$ cat src/rtl/vfd_pkg.sv
package vfd_pkg;
  typedef enum logic {
    PH_OPEN   = 1'b0,
    PH_CLOSED = 1'b1
  } gate_phase_e;

  localparam int unsigned OFFSET_NUM = 10;
  localparam int unsigned SPAN_SHIFT = 3;
endpackage

$ cat src/rtl/vfd_sync_edge.sv
module vfd_sync_edge #(
  parameter int STAGES = 2
) (
  input  logic clk,
  input  logic rst_n,
  input  logic din,
  output logic rise
);
  logic [STAGES-1:0] chain;
  logic              prev;

  generate
    for (genvar i = 0; i < STAGES; i++) begin : g_stage
      if (i == 0) begin : g_first
        always_ff @(posedge clk) begin
          if (!rst_n) chain[0] <= 1'b0;
          else        chain[0] <= din;
        end
      end else begin : g_next
        always_ff @(posedge clk) begin
          if (!rst_n) chain[i] <= 1'b0;
          else        chain[i] <= chain[i-1];
        end
      end
    end
  endgenerate

  always_ff @(posedge clk) begin
    if (!rst_n) prev <= 1'b0;
    else        prev <= chain[STAGES-1];
  end

  assign rise = chain[STAGES-1] & ~prev;
endmodule

$ cat src/rtl/vfd_gate_timer.sv
module vfd_gate_timer
  import vfd_pkg::*;
#(
  parameter int LOG_MIN = 4,
  parameter int LOG_MAX = 12,
  parameter int OS_LOG  = 1,
  parameter int SEL_W   = 4,
  parameter int PH_W    = LOG_MAX + OS_LOG + 1
) (
  input  logic             clk,
  input  logic             rst_n,
  input  logic [SEL_W-1:0] sel,
  output logic             in_gate,
  output logic             gate_end,
  output logic [SEL_W-1:0] l_act
);
  logic [PH_W-1:0]  ph;
  logic [PH_W-1:0]  half;
  logic [PH_W-1:0]  period_m1;
  logic [SEL_W:0]   shamt;
  logic [SEL_W-1:0] sel_clamped;
  logic             wrap;
  gate_phase_e      phase;

  always_comb begin
    shamt     = {1'b0, l_act} + (SEL_W+1)'(OS_LOG);
    half      = PH_W'(1) << shamt;
    period_m1 = (half << 1) - PH_W'(1);
    phase     = ((ph & half) == '0) ? PH_OPEN : PH_CLOSED;
    in_gate   = (phase == PH_OPEN);
    gate_end  = in_gate && (ph == half - PH_W'(1));
    wrap      = (ph == period_m1);
    if (sel < SEL_W'(LOG_MIN))      sel_clamped = SEL_W'(LOG_MIN);
    else if (sel > SEL_W'(LOG_MAX)) sel_clamped = SEL_W'(LOG_MAX);
    else                            sel_clamped = sel;
  end

  always_ff @(posedge clk) begin
    if (!rst_n) begin
      ph    <= '0;
      l_act <= SEL_W'(LOG_MIN);
    end else if (wrap) begin
      ph    <= '0;
      l_act <= sel_clamped;
    end else begin
      ph    <= ph + PH_W'(1);
    end
  end
endmodule

$ cat src/rtl/vfd_scale.sv
module vfd_scale
  import vfd_pkg::*;
#(
  parameter int CNT_W  = 14,
  parameter int CODE_W = 12,
  parameter int SEL_W  = 4
) (
  input  logic [CNT_W-1:0]  cnt,
  input  logic [SEL_W-1:0]  l_act,
  output logic [CODE_W-1:0] code
);
  localparam int W = CNT_W + CODE_W + 5;
  localparam logic [CODE_W-1:0] CODE_MAX = {CODE_W{1'b1}};

  logic [W-1:0]   ten_c;
  logic [W-1:0]   n_ref;
  logic [W-1:0]   diff;
  logic [W-1:0]   quo;
  logic [SEL_W:0] down;

  always_comb begin
    ten_c = W'(cnt) * W'(OFFSET_NUM);
    n_ref = W'(1) << l_act;
    down  = {1'b0, l_act} + (SEL_W+1)'(SPAN_SHIFT);
    diff  = ten_c - n_ref;
    quo   = (diff << CODE_W) >> down;
    if (ten_c <= n_ref)          code = '0;
    else if (quo > W'(CODE_MAX)) code = CODE_MAX;
    else                         code = quo[CODE_W-1:0];
  end
endmodule

$ cat src/rtl/vfd_digitizer.sv
module vfd_digitizer #(
  parameter int LOG_MIN     = 4,
  parameter int LOG_MAX     = 12,
  parameter int OS_LOG      = 1,
  parameter int CODE_W      = 12,
  parameter int SYNC_STAGES = 2,
  parameter int SEL_W       = $clog2(LOG_MAX + 1),
  parameter int CNT_W       = LOG_MAX + OS_LOG + 1
) (
  input  logic              clk,
  input  logic              rst_n,
  input  logic              pulse_in,
  input  logic [SEL_W-1:0]  gate_sel,
  input  logic              out_ready,
  output logic              out_valid,
  output logic [CNT_W-1:0]  out_count,
  output logic [CODE_W-1:0] out_code
);
  logic              rise;
  logic              in_gate;
  logic              gate_end;
  logic [SEL_W-1:0]  l_act;
  logic [CNT_W-1:0]  cnt;
  logic [CNT_W-1:0]  cnt_final;
  logic [CODE_W-1:0] code_next;

  vfd_sync_edge #(.STAGES(SYNC_STAGES)) u_sync (
    .clk  (clk),
    .rst_n(rst_n),
    .din  (pulse_in),
    .rise (rise)
  );

  vfd_gate_timer #(
    .LOG_MIN(LOG_MIN), .LOG_MAX(LOG_MAX), .OS_LOG(OS_LOG), .SEL_W(SEL_W)
  ) u_gate (
    .clk     (clk),
    .rst_n   (rst_n),
    .sel     (gate_sel),
    .in_gate (in_gate),
    .gate_end(gate_end),
    .l_act   (l_act)
  );

  assign cnt_final = cnt + CNT_W'(rise);

  vfd_scale #(.CNT_W(CNT_W), .CODE_W(CODE_W), .SEL_W(SEL_W)) u_scale (
    .cnt  (cnt_final),
    .l_act(l_act),
    .code (code_next)
  );

  always_ff @(posedge clk) begin
    if (!rst_n)        cnt <= '0;
    else if (gate_end) cnt <= '0;
    else if (in_gate)  cnt <= cnt_final;
  end

  always_ff @(posedge clk) begin
    if (!rst_n) begin
      out_valid <= 1'b0;
      out_count <= '0;
      out_code  <= '0;
    end else if (gate_end) begin
      out_valid <= 1'b1;
      out_count <= cnt_final;
      out_code  <= code_next;
    end else if (out_ready) begin
      out_valid <= 1'b0;
    end
  end
endmodule

$ cat config.mk
export PLATFORM = sky130hd
export DESIGN_NAME = vfd_digitizer
export DESIGN_NICKNAME = d
export VERILOG_FILES = /design/src/rtl/vfd_pkg.sv /design/src/rtl/vfd_sync_edge.sv /design/src/rtl/vfd_gate_timer.sv /design/src/rtl/vfd_scale.sv /design/src/rtl/vfd_digitizer.sv
export SDC_FILE = /design/constraint.sdc
export NUM_CORES = 1
export LEC_CHECK = 0
export ABC_CLOCK_PERIOD_IN_PS = 7530
export BUFFER_PORTS_ARGS = -buffer_cell sky130_fd_sc_hd__buf_2
export CORE_ASPECT_RATIO = 0.9
export CORE_UTILIZATION = 55
export CTS_CLUSTER_DIAMETER = 100
export CTS_CLUSTER_SIZE = 8
export DETAILED_ROUTE_END_ITERATION = 16
export MAX_ROUTING_LAYER = met4
export PLACE_DENSITY = 0.73
export SLEW_MARGIN = 10
export SYNTH_ARGS = -nofsm -noshare
export SYNTH_HDL_FRONTEND = slang
export SYNTH_SLANG_ARGS = --single-unit
$ cat constraint.sdc
create_clock -name clk -period 7.53 [get_ports clk]
set_input_delay 0.3765 -clock clk [delete_from_list [all_inputs] [get_ports clk]]
set_output_delay 0.3765 -clock clk [all_outputs]
set_load 0.02 [all_outputs]
==> qor.txt <==
======================================================================================
Number of buffers inserted during clock tree synthesis                               9
Count of TritonRoute iterations in the first routing pass                            5
Post-detailed-routing wire length                                             18.22 mm
Total power draw                                                             0.8224 mW
Leading cell type in the layout, fill and taps excluded                        nand2_1
GRT met2 Usage                                                                  48.52%
Async set-or-reset flop fraction in the synthesized netlist                         0%
WHS Path Cells                                                                       2
Startpoint type of the worst setup path                                      flip-flop
Max Slew Vio Count                                                                   0
Post-synth EDFFs                                                                     0
Number of global-route vias before repair                                         5899
Worst Tran Pin Value                                                         0.8617 ns
Maximum fanout along the worst path                                                 12
DIE AREA                                                                   12470 sq um
Worst Path Arrival                                                             6.84 ns
Crit path capture type                                                       flip-flop
Data required time of the worst path                                           7.75 ns
Count of buffers added by post-CTS timing repair for setup                           0
Cell with the biggest individual delay on the critical path                    o41ai_2
Clk sinks                                                                           62
Max-capacitance violation count                                                      0
Sequential cell area fraction in the yosys report                               18.77%
Synth unique cells                                                                  87
Maximum number of pins on one net before global-route repair                        49
Gr busiest metal                                                                  met2
Area share of the largest cell type after synthesis                             18.77%
Final setup margin                                                           0.9153 ns
Global routing met3 resource utilization                                        5.311%
Netlist area before placement                                               6613 sq um
CP Class                                                                       reg2reg
Clock Tree Buf Depth                                                                 2
Number of antenna violations at the first check in global routing                    0
Number of setup violations in the final report                                       0
Top post-synthesis cells by area                                          dfxtp_1 19%, ha_1 9.1%, xor2_1 6.2%
Met1 routing resource usage after global routing                                41.83%
Starting utilization of the core area                                           57.14%
Hold-fix buffers at CTS                                                              0
Top cell type by total area after synthesis                                    dfxtp_1
Number of antenna-violating nets in the routed design                                0
Gr usage total                                                                  31.14%
Crit share post-route                                                           87.84%
Maximum resistive drop on vdd                                                0.1899 mV
DR iter-0 viols                                                                    604
Setup repair after global routing missed its margin                              false
H-Tree Depth                                                                         3
Half-perimeter wire length after placement                                    13.48 mm
Fin util                                                                        61.38%
Site Rows                                                                           37
PostCTS Resize Cnt                                                                   0
Num ports                                                                           35
DR WL/cell                                                                18.30 microns
Top library cells by usage in the layout, fill and taps aside             90 x nand2_1, 77 x nor2_1, 62 x dfxtp_1, 48 x ha_1, 47 x xor2_1
Summed negative setup slack over all endpoints                                    0 ns
# port buffers                                                                      34
Syn Inst Count                                                                     832
Register bit count reported by yosys                                                62
Number of vias after detailed routing                                             6260
Post-synthesis to final-layout area growth                                      7.436%
Core outline area                                                          11570 sq um
Diodes inserted                                                                      0
Ys Warns                                                                             0
Die height                                                                106.0 microns
Clock period minus worst slack                                                6.615 ns
Later-pin clock latency in the skew report                                     0.35 ns
Outcome                                                                   finished clean
Mean number of vias per cell                                                     6.285
Worst hold path type                                                            in2reg
Number of failing hold endpoints at the final stage                                  0
Number of cell instances on the worst register-to-register path                     28
Fraction of final layout cells with drive strength greater than 1               12.26%
Post-Place Setup Slack                                                       0.9895 ns
Predominant post-synthesis flop cell                                           dfxtp_1
Number of nets at the end of the flow                                              893
Mean instance size in the synthesized netlist                              7.948 sq um
Power per standard cell area                                              115.8 nW/um^2
Clock slew at the register clock pins of the worst setup and hold paths        0.06 ns
Net count after synthesis                                                          890
Upper clock frequency limit                                                  151.2 MHz
Delay of the slowest critical-path stage                                       0.45 ns
Setup clock skew after layout                                              0.008971 ns
Root buf cell                                                                clkbuf_16
CTS tree                                                                         built
Max_slew headroom                                                               42.50%
Leakage power                                                                 3.028 nW
Horizontal extent of the die                                              117.6 microns
First-pass GRT wire length                                                    30.22 mm
Overflow left after global routing                                                   0
Post-route worst hold slack                                                  0.2334 ns
Final-layout fill cell count                                                      1033
Placer congestion estimate                                                      0.9952
DRC violations left                                                                  0
======================================================================================
routing by layer:
metal | routed length (microns) | share of wire (%) | vias to the layer above
met5 | 0 | 0 | -
met1 | 8687 | 48 | 2970
met2 | 8096 | 44 | 223
li1 | - | - | 3037
met4 | 224 | 1.2 | 0
met3 | 1215 | 6.7 | 30
cells by family after synthesis:
logic type,count (synthesis),synth area share [%]
xor gates and xnor gates,90,12.03
muxes,49,8.155
adders and majority gates,51,9.839
AOI/OAI and AO/OA,204,22.91
buffers and inverters,71,4.919
DFF,62,18.77
and+or+nand+nor,305,23.37
report_power, final:
| group | total, mW | leakage (nW) | internal (mW) | switching, mW |
|---|---|---|---|---|
| registers | 0.334 | 0.500 | 0.330 | 0.00331 |
| clock network | 0.431 | 0.148 | 0.260 | 0.171 |
| logic | 0.0574 | 2.38 | 0.0227 | 0.0347 |
| total | 0.822 | 3.03 | 0.614 | 0.209 |
registers in the layout, indices dropped and copies added, names as in the netlist:
name          cells
cnt              14
out_count        14
u_gate.ph        14
out_code         12
u_gate.l_act      4
u_sync.chain      2
out_valid         1
u_sync.prev       1
critical path, delay by kind of cell, from the launching register on:
kind	cells	cell delay (ns)
compound gates	10	2.21
simple gates	11	2.08
fa+ha+maj	4	1.27
xor+xnor	3	0.60
flops	1	0.32
Yosys cell counts, drive strengths merged, types with 5 or more instances:
master	n
and2	15
nor2	77
nor4	6
a21o	11
xor2	47
a21oi	39
clkbuf	26
a22oi	12
a211oi	16
mux2	9
buf	25
o21ai	39
inv	18
nand2	91
nand2b	8
xnor2	43
mux2i	37
and3	20
nand3	28
dfxtp	62
a32oi	6
nor3	10
nor2b	22
nand4	8
o211ai	18
ha	48
o221ai	5
stage by stage:
| step | cells | area (sq um) |
|---|---|---|
| final | 996 | 7104 |
| after floorplan | 832 | 6613 |
| after global placement | 980 | 6795 |
| after detailed placement | 980 | 6795 |
| after global routing | 996 | 7104 |
| after CTS | 996 | 7104 |
path summary, 6_finish.rpt:
path,startpoint,to,slack (ns)
worst max-delay path,u_sync.chain[1],out_code[4],0.92
worst min-delay path,pulse_in,u_sync.chain[0],0.23
worst max register to register,u_sync.chain[1],out_code[4],0.92
worst min register to register,u_sync.chain[0],u_sync.chain[1],0.44
cell type report:
type                       instances  area (sq um)  share of cell area, %
multi-input combinational        699          5046                  71.03
tap                              156         195.2                  2.747
clock buffer                       9         225.2                  3.170
timing repair buffer              43         237.7                  3.346
inverter                          20         75.07                  1.057
sequential                        62          1241                  17.47
clock inverter                     7         83.83                  1.180
No activity file was read; power rests on OpenSTA's default activity.
